==> src/rtl/eee_lpi_pkg.sv <==
package eee_lpi_pkg;

  typedef enum logic [1:0] {
    TXS_ACTIVE = 2'd0,
    TXS_LPI    = 2'd1,
    TXS_WAKE   = 2'd2
  } tx_state_e;

  localparam int BIT_AUTO     = 19;
  localparam int BIT_IFLS_EN  = 18;
  localparam int BIT_LINK     = 17;
  localparam int BIT_EN       = 16;
  localparam int BIT_RX_LIVE  = 9;
  localparam int BIT_TX_LIVE  = 8;
  localparam int NUM_FLAGS    = 4;
  localparam int FLG_TX_ENTRY = 0;
  localparam int FLG_TX_EXIT  = 1;
  localparam int FLG_RX_ENTRY = 2;
  localparam int FLG_RX_EXIT  = 3;

  typedef struct packed {
    logic auto_mode;
    logic ifls_en;
    logic link_up;
    logic lpi_en;
  } lpi_ctrl_t;

  function automatic int cnt_width(int limit);
    return (limit < 1) ? 1 : $clog2(limit + 1);
  endfunction

  function automatic logic eff_link(logic pls, logic ifls_en, logic if_link);
    return pls & (if_link | ~ifls_en);
  endfunction

  function automatic logic entry_allowed(logic en, logic auto_m, logic busy, logic stable);
    return en & stable & ~(auto_m & busy);
  endfunction

  function automatic logic wake_request(logic en, logic auto_m, logic stable, logic wake_evt);
    return ~en | ~stable | (auto_m & wake_evt);
  endfunction

  function automatic logic [31:0] pack_word(lpi_ctrl_t c, logic tx_live, logic rx_live,
                                            logic [NUM_FLAGS-1:0] flags);
    logic [31:0] w;
    w = '0;
    w[BIT_AUTO]    = c.auto_mode;
    w[BIT_IFLS_EN] = c.ifls_en;
    w[BIT_LINK]    = c.link_up;
    w[BIT_EN]      = c.lpi_en;
    w[BIT_RX_LIVE] = rx_live;
    w[BIT_TX_LIVE] = tx_live;
    w[NUM_FLAGS-1:0] = flags;
    return w;
  endfunction

endpackage

==> src/rtl/eee_lpi_link_timer.sv <==
module eee_lpi_link_timer
  import eee_lpi_pkg::*;
#(
  parameter int LS_CYCLES = 16
) (
  input  logic clk,
  input  logic rst_n,
  input  logic link_ok,
  output logic link_stable
);

  localparam int W = cnt_width(LS_CYCLES);
  localparam logic [W-1:0] LS_LIM = W'(LS_CYCLES);

  logic [W-1:0] up_cnt;

  always_ff @(posedge clk or negedge rst_n) begin
    if (!rst_n) begin
      up_cnt <= '0;
    end else if (!link_ok) begin
      up_cnt <= '0;
    end else if (up_cnt != LS_LIM) begin
      up_cnt <= up_cnt + 1'b1;
    end
  end

  assign link_stable = link_ok && (up_cnt == LS_LIM);

endmodule

==> src/rtl/eee_lpi_tx_fsm.sv <==
module eee_lpi_tx_fsm
  import eee_lpi_pkg::*;
#(
  parameter int TW_CYCLES = 8
) (
  input  logic clk,
  input  logic rst_n,
  input  logic lpi_en,
  input  logic auto_mode,
  input  logic pending_any,
  input  logic wake_evt,
  input  logic link_stable,
  output logic lpi_assert,
  output logic waking,
  output logic entry_evt,
  output logic exit_evt,
  output logic auto_clr
);

  localparam int W = cnt_width(TW_CYCLES);
  localparam logic [W-1:0] TW_LOAD = W'(TW_CYCLES);
  localparam logic [W-1:0] ONE     = W'(1);

  tx_state_e    state_q, state_d;
  logic [W-1:0] wake_cnt;
  logic         leave_lpi;

  assign entry_evt = (state_q == TXS_ACTIVE) &&
                     entry_allowed(lpi_en, auto_mode, pending_any, link_stable);
  assign leave_lpi = (state_q == TXS_LPI) &&
                     wake_request(lpi_en, auto_mode, link_stable, wake_evt);
  assign auto_clr  = (state_q == TXS_LPI) && auto_mode && wake_evt;
  assign exit_evt  = (state_q == TXS_WAKE) && (wake_cnt <= ONE);

  always_comb begin
    state_d = state_q;
    unique case (state_q)
      TXS_ACTIVE: if (entry_evt) state_d = TXS_LPI;
      TXS_LPI:    if (leave_lpi) state_d = TXS_WAKE;
      TXS_WAKE:   if (exit_evt)  state_d = TXS_ACTIVE;
      default:    state_d = TXS_ACTIVE;
    endcase
  end

  always_ff @(posedge clk or negedge rst_n) begin
    if (!rst_n) begin
      state_q  <= TXS_ACTIVE;
      wake_cnt <= '0;
    end else begin
      state_q <= state_d;
      if (leave_lpi) begin
        wake_cnt <= TW_LOAD;
      end else if (state_q == TXS_WAKE && !exit_evt) begin
        wake_cnt <= wake_cnt - 1'b1;
      end
    end
  end

  assign lpi_assert = (state_q == TXS_LPI) && link_stable;
  assign waking     = (state_q == TXS_WAKE);

endmodule

==> src/rtl/eee_lpi_rx_mon.sv <==
module eee_lpi_rx_mon #(
  parameter int SYNC_STAGES = 2
) (
  input  logic clk,
  input  logic rst_n,
  input  logic rx_pattern,
  output logic rx_live,
  output logic rx_entry_evt,
  output logic rx_exit_evt
);

  logic [SYNC_STAGES-1:0] sync_q;
  logic                   live_prev;

  for (genvar s = 0; s < SYNC_STAGES; s++) begin : g_sync
    if (s == 0) begin : g_first
      always_ff @(posedge clk or negedge rst_n) begin
        if (!rst_n) sync_q[0] <= 1'b0;
        else        sync_q[0] <= rx_pattern;
      end
    end else begin : g_next
      always_ff @(posedge clk or negedge rst_n) begin
        if (!rst_n) sync_q[s] <= 1'b0;
        else        sync_q[s] <= sync_q[s-1];
      end
    end
  end

  assign rx_live = sync_q[SYNC_STAGES-1];

  always_ff @(posedge clk or negedge rst_n) begin
    if (!rst_n) live_prev <= 1'b0;
    else        live_prev <= rx_live;
  end

  assign rx_entry_evt = rx_live & ~live_prev;
  assign rx_exit_evt  = ~rx_live & live_prev;

endmodule

==> src/rtl/eee_lpi_csr.sv <==
module eee_lpi_csr
  import eee_lpi_pkg::*;
#(
  parameter bit HAS_IF_LINK = 1'b1
) (
  input  logic                 clk,
  input  logic                 rst_n,
  input  logic                 wr_en,
  input  logic                 rd_en,
  input  logic [31:0]          wdata,
  input  logic                 auto_clr,
  input  logic                 tx_live,
  input  logic                 rx_live,
  input  logic [NUM_FLAGS-1:0] flag_set,
  output lpi_ctrl_t            ctrl,
  output logic [31:0]          rdata
);

  logic                 auto_q, link_q, en_q, ifls_q;
  logic [NUM_FLAGS-1:0] flag_q;

  always_ff @(posedge clk or negedge rst_n) begin
    if (!rst_n) begin
      auto_q <= 1'b0;
      link_q <= 1'b0;
      en_q   <= 1'b0;
    end else begin
      if (wr_en) begin
        auto_q <= wdata[BIT_AUTO];
        link_q <= wdata[BIT_LINK];
      end
      if (auto_clr)   en_q <= 1'b0;
      else if (wr_en) en_q <= wdata[BIT_EN];
    end
  end

  if (HAS_IF_LINK) begin : g_ifls
    always_ff @(posedge clk or negedge rst_n) begin
      if (!rst_n)     ifls_q <= 1'b0;
      else if (wr_en) ifls_q <= wdata[BIT_IFLS_EN];
    end
  end else begin : g_no_ifls
    assign ifls_q = 1'b0;
  end

  for (genvar f = 0; f < NUM_FLAGS; f++) begin : g_flag
    always_ff @(posedge clk or negedge rst_n) begin
      if (!rst_n)           flag_q[f] <= 1'b0;
      else if (flag_set[f]) flag_q[f] <= 1'b1;
      else if (rd_en)       flag_q[f] <= 1'b0;
    end
  end

  assign ctrl  = '{auto_mode: auto_q, ifls_en: ifls_q, link_up: link_q, lpi_en: en_q};
  assign rdata = pack_word(ctrl, tx_live, rx_live, flag_q);

endmodule

==> src/rtl/eee_tx_lpi_ctrl.sv <==
module eee_tx_lpi_ctrl
  import eee_lpi_pkg::*;
#(
  parameter int LS_CYCLES   = 16,
  parameter int TW_CYCLES   = 8,
  parameter int SYNC_STAGES = 2,
  parameter bit HAS_IF_LINK = 1'b1
) (
  input  logic        clk,
  input  logic        rst_n,
  input  logic        csr_wr_en,
  input  logic        csr_rd_en,
  input  logic [31:0] csr_wdata,
  output logic [31:0] csr_rdata,
  input  logic        if_link_up,
  input  logic        core_tx_busy,
  input  logic        app_tx_pending,
  input  logic        tx_new_frame,
  input  logic        tx_fifo_flush,
  input  logic        rx_lpi_detect,
  output logic        tx_lpi_assert,
  output logic        tx_wake_active,
  output logic        rx_lpi_active
);

  lpi_ctrl_t            ctrl;
  logic                 link_ok, link_stable;
  logic                 pending_any, wake_evt;
  logic                 tx_entry_evt, tx_exit_evt, auto_clr;
  logic                 rx_live, rx_entry_evt, rx_exit_evt;
  logic [NUM_FLAGS-1:0] flag_set;

  assign link_ok     = eff_link(ctrl.link_up, ctrl.ifls_en, if_link_up);
  assign pending_any = core_tx_busy | app_tx_pending | tx_new_frame;
  assign wake_evt    = tx_new_frame | tx_fifo_flush;

  eee_lpi_link_timer #(.LS_CYCLES(LS_CYCLES)) u_link_timer (
    .clk         (clk),
    .rst_n       (rst_n),
    .link_ok     (link_ok),
    .link_stable (link_stable)
  );

  eee_lpi_tx_fsm #(.TW_CYCLES(TW_CYCLES)) u_tx_fsm (
    .clk         (clk),
    .rst_n       (rst_n),
    .lpi_en      (ctrl.lpi_en),
    .auto_mode   (ctrl.auto_mode),
    .pending_any (pending_any),
    .wake_evt    (wake_evt),
    .link_stable (link_stable),
    .lpi_assert  (tx_lpi_assert),
    .waking      (tx_wake_active),
    .entry_evt   (tx_entry_evt),
    .exit_evt    (tx_exit_evt),
    .auto_clr    (auto_clr)
  );

  eee_lpi_rx_mon #(.SYNC_STAGES(SYNC_STAGES)) u_rx_mon (
    .clk          (clk),
    .rst_n        (rst_n),
    .rx_pattern   (rx_lpi_detect),
    .rx_live      (rx_live),
    .rx_entry_evt (rx_entry_evt),
    .rx_exit_evt  (rx_exit_evt)
  );

  always_comb begin
    flag_set               = '0;
    flag_set[FLG_TX_ENTRY] = tx_entry_evt;
    flag_set[FLG_TX_EXIT]  = tx_exit_evt;
    flag_set[FLG_RX_ENTRY] = rx_entry_evt;
    flag_set[FLG_RX_EXIT]  = rx_exit_evt;
  end

  eee_lpi_csr #(.HAS_IF_LINK(HAS_IF_LINK)) u_csr (
    .clk      (clk),
    .rst_n    (rst_n),
    .wr_en    (csr_wr_en),
    .rd_en    (csr_rd_en),
    .wdata    (csr_wdata),
    .auto_clr (auto_clr),
    .tx_live  (tx_lpi_assert),
    .rx_live  (rx_live),
    .flag_set (flag_set),
    .ctrl     (ctrl),
    .rdata    (csr_rdata)
  );

  assign rx_lpi_active = rx_live;

endmodule

==> config.mk <==
export PLATFORM = sky130hd
export DESIGN_NAME = eee_tx_lpi_ctrl
export DESIGN_NICKNAME = d
export VERILOG_FILES = /design/src/rtl/eee_lpi_pkg.sv /design/src/rtl/eee_lpi_link_timer.sv /design/src/rtl/eee_lpi_tx_fsm.sv /design/src/rtl/eee_lpi_rx_mon.sv /design/src/rtl/eee_lpi_csr.sv /design/src/rtl/eee_tx_lpi_ctrl.sv
export SDC_FILE = /design/constraint.sdc
export NUM_CORES = 1
export LEC_CHECK = 0
export BUFFER_PORTS_ARGS = -buffer_cell sky130_fd_sc_hd__buf_2
export CORE_UTILIZATION = 39
export CTS_BUF_LIST = sky130_fd_sc_hd__clkbuf_4 sky130_fd_sc_hd__clkbuf_8
export DETAILED_ROUTE_END_ITERATION = 7
export GPL_TIMING_DRIVEN = 0
export PLACE_DENSITY = 0.77
export RECOVER_POWER = 100
export SYNTH_ARGS = -nofsm -noshare
export SYNTH_HDL_FRONTEND = slang
export SYNTH_SLANG_ARGS = --single-unit
==> constraint.sdc <==
create_clock -name clk -period 1.6 [get_ports clk]
set_input_delay 0.08 -clock clk [delete_from_list [all_inputs] [get_ports clk]]
set_output_delay 0.08 -clock clk [all_outputs]
set_load 0.05 [all_outputs]
Yosys cells after proc, flatten, opt, wreduce, memory -nomap -nowiden
Index checks and enable logic that the tools add are counted.

cells by class
  magnitude comparators = 1
  equal/unequal tests = 8
  reductions and logical operators = 17
  bitwise gates (word level) = 19
  add/subtract/negate cells = 2
  muxes and demuxes = 15

operator list
  kind                   number
  $reduce_bool A2 Y1     6
  $mux W5                2
  $logic_and A1 B1 Y1    8
  $mux W4                2
  $and A1 B1 Y1          7
  $mux W1                7
  $mux W2                3
  $not A1 Y1             6
  $or A1 B1 Y1           6
  $pmux W2 S3            1
  $add A5 B1 Y5 const B  1
  $eq A5 B5 Y1 const B   1
  $ne A5 B5 Y1 const B   1
  $le A4 B1 Y1 const B   1
  $ne A2 B1 Y1 const B   2
  $ne A2 B2 Y1 const B   2
  $sub A4 B1 Y4 const B  1
  $reduce_and A3 Y1      1
  $eq A2 B1 Y1 const B   1
  $eq A2 B2 Y1 const B   1
  $logic_not A2 Y1       1
  $logic_not A1 Y1       1

word-level totals
  input bits = 42
  word-level logic and storage cells = 76
  output and inout bits = 35
  register bits after elaboration = 22

Depth between registers and ports, before layout
  depth in word-level cells = 10
  mapped depth = 6
  mapped depth without buffers = 6

Hierarchy
Synthesis repeated with hierarchy kept, for this count alone.

second synthesis, totals
  cells, all modules = 124
  area total of the unflattened synthesis = 1,315.0 µm²

by module, submodules not included
  module              cells an instance  area each (µm²)  instances
  eee_lpi_csr         51                 525.5            1
  eee_lpi_tx_fsm      36                 381.6            1
  eee_lpi_link_timer  28                 294.0            1
  eee_lpi_rx_mon      5                  90.1             1
  eee_tx_lpi_ctrl     4                  23.8             1

Worst setup path after synthesis
OpenSTA, ideal clock, no wires.

  path kind = register to output
  start = register u_link_timer.up_cnt[0]
  end = output port csr_rdata[8]
  path buffers = 1
  data arrival time = 2.164 ns
  required time = 1.520 ns
  stages on the path, launching flop included = 7
  setup slack = -0.644 ns
  cells stage by stage = dfrtp_1 > inv_1 > ha_1 > and4bb_4 > and3_4 > nor2b_1 > buf_4

between the ends
  longest elaborated chain between the ends = 3

RTL lines
  element                 RTL line                  RTL
  start, declared         eee_lpi_link_timer.sv:15  logic [W-1:0] up_cnt;
  start signal, assigned  eee_lpi_link_timer.sv:23  up_cnt <= up_cnt + 1'b1;
  $eq A5 B5 Y1            eee_lpi_link_timer.sv:27  assign link_stable = link_ok && (up_cnt == LS_LIM);
  $logic_and A1 B1 Y1     eee_lpi_link_timer.sv:27
  $logic_and A1 B1 Y1     eee_lpi_tx_fsm.sv:59      assign lpi_assert = (state_q == TXS_LPI) && link_stable;
  end, declared           eee_tx_lpi_ctrl.sv:14     output logic [31:0] csr_rdata,

No other way between the ends.

Final worst setup path
Same ends and word-level chain as after synthesis.

==> results.yml <==
timing:
  hold_viol: 0
  min_period_ns: 1.83
  worst_slack_ns: -0.228
  finalSetupTns_ns: -0.611
  rsz0062_at_grt: "true"
  slew_violations: 0
  timing.hold.ws_ns: 0.0139
  max_freq_mhz: 547
  relSlewSlack: 0.220
  period_share: 1.14
  worst_pin_slew_ns: 1.17
  finalSetupViolations: 5
  finalClockSkew_ns: 0.00403
die:
  die_x_um: 57.9
  num_io_pins: 77
  dieArea_um2: 3360
  fp.coreArea_um2: 2850
  rows: 19
  dieHeight_um: 57.9
  start_util: 0.428
detailed_routing:
  drtAntennaViolNets: 0
  drt_wl_total_mm: 2.29
  wl_per_cell_um: 11.0
  firstDrtPassIters: 6
  viasPerCell: 4.47
  route.detailed.drc: 5
  initialDrtViolationCount: 13
  vias: 926
layout:
  final_common_cell: "buf_4"
  regArea_um2: 551
  diodes: 0
  final_cell_mix: "buf_4 (34), conb_1 (22), dfrtp_1 (22)"
  syn2layout_area_growth_pct: 32.9
  fill_cells: 263
  final_nets: 224
  postLayoutCoreUtil: 0.568
  multi_input_area_um2: 546
  layout-drive-gt1-share: 0.392
hold_path:
  holdPathStages: 2
  holdPathEnd: "u_csr.link_q"
  hold_class: "in2reg"
  hold_start: "csr_wdata[17]"
setup_path:
  endpoint_kind: "primary output"
  reg2reg_to: "u_tx_fsm.state_q[1]"
  cp-start-kind: "flop"
  reg2reg_depth: 8
  rrSetupSlack_ns: -0.11
  cp.required_ns: 1.52
  crit_arrival_ns: 1.75
  setup.worst_path.class: "reg2out"
  cp_max_fo: 2
  rr_startpoint: "u_link_timer.up_cnt[0]"
clock_tree:
  clockBufferDepth: 2
  cts_tree: "done"
  clk_latency_ns: 0.30
  cts_root_buf: "clkbuf_4"
  numCtsBuffers: 3
  htreeDepth: 1
  clock-sinks: 22
  clk_pin_slew_worst_paths_ns: 0.11
power_and_ir_drop:
  internal_power_mw: 0.797
  clock_power_share: 0.200
  cellLeakagePower_nw: 0.843
  irDropWorstVdd_mv: 0.430
  p_switching_mw: 0.436
  power_frac_seq: 0.492
  switching_share: 0.353
  p_total_mw: 1.23
  combPwrFrac: 0.309
  p_per_area_nw_per_um2: 760
global_route:
  grt_pass1_wl_mm: 3.73
  grt_pass1_vias: 859
  grt_overflow: 0
  grt_max_degree: 23
  antenna_found_initial: 0
  grt_use_total: 0.144
synth:
  ys_seq_area_frac: 0.451
  synth-seq-cells: 22
  ys_types: 31
  synth_warnings: 0
  synthCells: 114
  syn-cell-area_um2: 1220
  syn_avg_cell_area_um2: 10.7
status:
  outcome: "finished with violations"
  violations: "DRC, setup timing"
place:
  io_buffers: 26
  hpwlAfterDp_mm: 1.64
  gp_congestion: 0.671
run:
  cap_violations: 0
[state kept, by name (all words and copies together), names as in the netlist]
name	flops
u_tx_fsm.state_q	2
u_csr.auto_q	1
u_csr.en_q	1
u_rx_mon.rx_live	1
u_csr.link_q	1
u_link_timer.up_cnt	5
u_rx_mon.live_prev	1
u_csr.ifls_q	1
u_rx_mon.sync_q	1
u_csr.rdata	4
u_tx_fsm.wake_cnt	4
[synth_stat cells]
cell	number	area share
a211oi_2	1	0.010
a21oi_1	3	0.012
a22o_1	2	0.014
a31oi_4	1	0.017
and2b_1	1	0.0062
and3_1	1	0.0051
and3_4	1	0.0092
and4bb_4	1	0.013
buf_4	28	0.17
conb_1	1	0.0031
dfrtp_1	22	0.45
ha_1	4	0.041
inv_1	6	0.018
mux2_2	3	0.028
mux2i_1	2	0.016
nand2_1	4	0.012
nand2_2	1	0.0051
nand2b_1	2	0.010
nand3_1	2	0.0082
nand4b_1	1	0.0072
nor2_1	10	0.031
nor2b_1	1	0.0051
nor3_1	4	0.016
o21ai_0	1	0.0041
o21bai_1	1	0.0062
o2bb2ai_1	1	0.0072
o31a_1	2	0.014
o41ai_2	1	0.013
or2_1	1	0.0051
xnor2_1	3	0.022
xor2_1	2	0.014
[power groups by stage]
stage                     clock, mW  combinational, mW  sequential, mW
final                         0.246              0.381           0.606
after global routing          0.274              0.405           0.611
after CTS                     0.255              0.370           0.605
after detailed placement          0              0.347           0.618
after global placement            0              0.339           0.615
after floorplan                   0              0.271           0.633
[worst max-delay path by stage]
stage / startpoint / end / slack (ns) / cells past startpoint
2_1_floorplan: u_link_timer.up_cnt[1] / csr_rdata[8] / -0.09 / 6
4_1_cts: u_link_timer.up_cnt[0] / csr_rdata[8] / -0.21 / 7
3_5_place_dp: u_link_timer.up_cnt[1] / csr_rdata[8] / -0.09 / 7
5_1_grt: u_link_timer.up_cnt[0] / csr_rdata[8] / -0.28 / 7
6_report: u_link_timer.up_cnt[0] / csr_rdata[8] / -0.23 / 7
3_3_place_gp: u_link_timer.up_cnt[1] / csr_rdata[8] / -0.05 / 7
[kinds of logic after synthesis]
| logic type | synth area share |
|---|---|
| compound gates | 0.0995 |
| mux | 0.0441 |
| simple gates | 0.134 |
| flops | 0.451 |
| fa+ha+maj | 0.0410 |
| xor+xnor | 0.0359 |
| other cells | 0.00307 |
| buf+inv | 0.191 |
[worst max-delay path: stages, from the launching register on]
cell	delay [ns]
dfrtp_1	0.41
inv_2	0.08
ha_4	0.13
and4bb_4	0.24
and3_4	0.19
nor2b_4	0.15
buf_6	0.10
buf_8	0.13
[through the flow]
stage | instances | instance area [um^2] | setup WS (ns)
after detailed placement | 192 | 1490 | -0.0929
after global routing | 207 | 1620 | -0.283
after global placement | 192 | 1490 | -0.0502
after floorplan | 135 | 1320 | -0.0916
final | 207 | 1620 | -0.228
after CTS | 203 | 1590 | -0.211
[layout make-up]
class,instances,share of cell area
timing repair buffer,38,0.140
buffer,28,0.132
tap,31,0.0239
clock buffer,3,0.0139
sequential,22,0.340
inverter,6,0.0139
multi-input combinational,79,0.336
[timing repair]
action,4_1_cts,5_1_grt
hold buffers,3,0
pin swaps,3,4
endpoints found under the setup margin,3,7
setup buffers,5,4
endpoints found under the hold margin,24,0
gates resized for setup,4,3
[metal layers]
layer,wire length [um],track usage
met5,0,0
met4,21,0.0578
met3,169,0.0268
met2,1150,0.256
met1,943,0.171
Note: power is estimated with default switching activity, not from simulation.
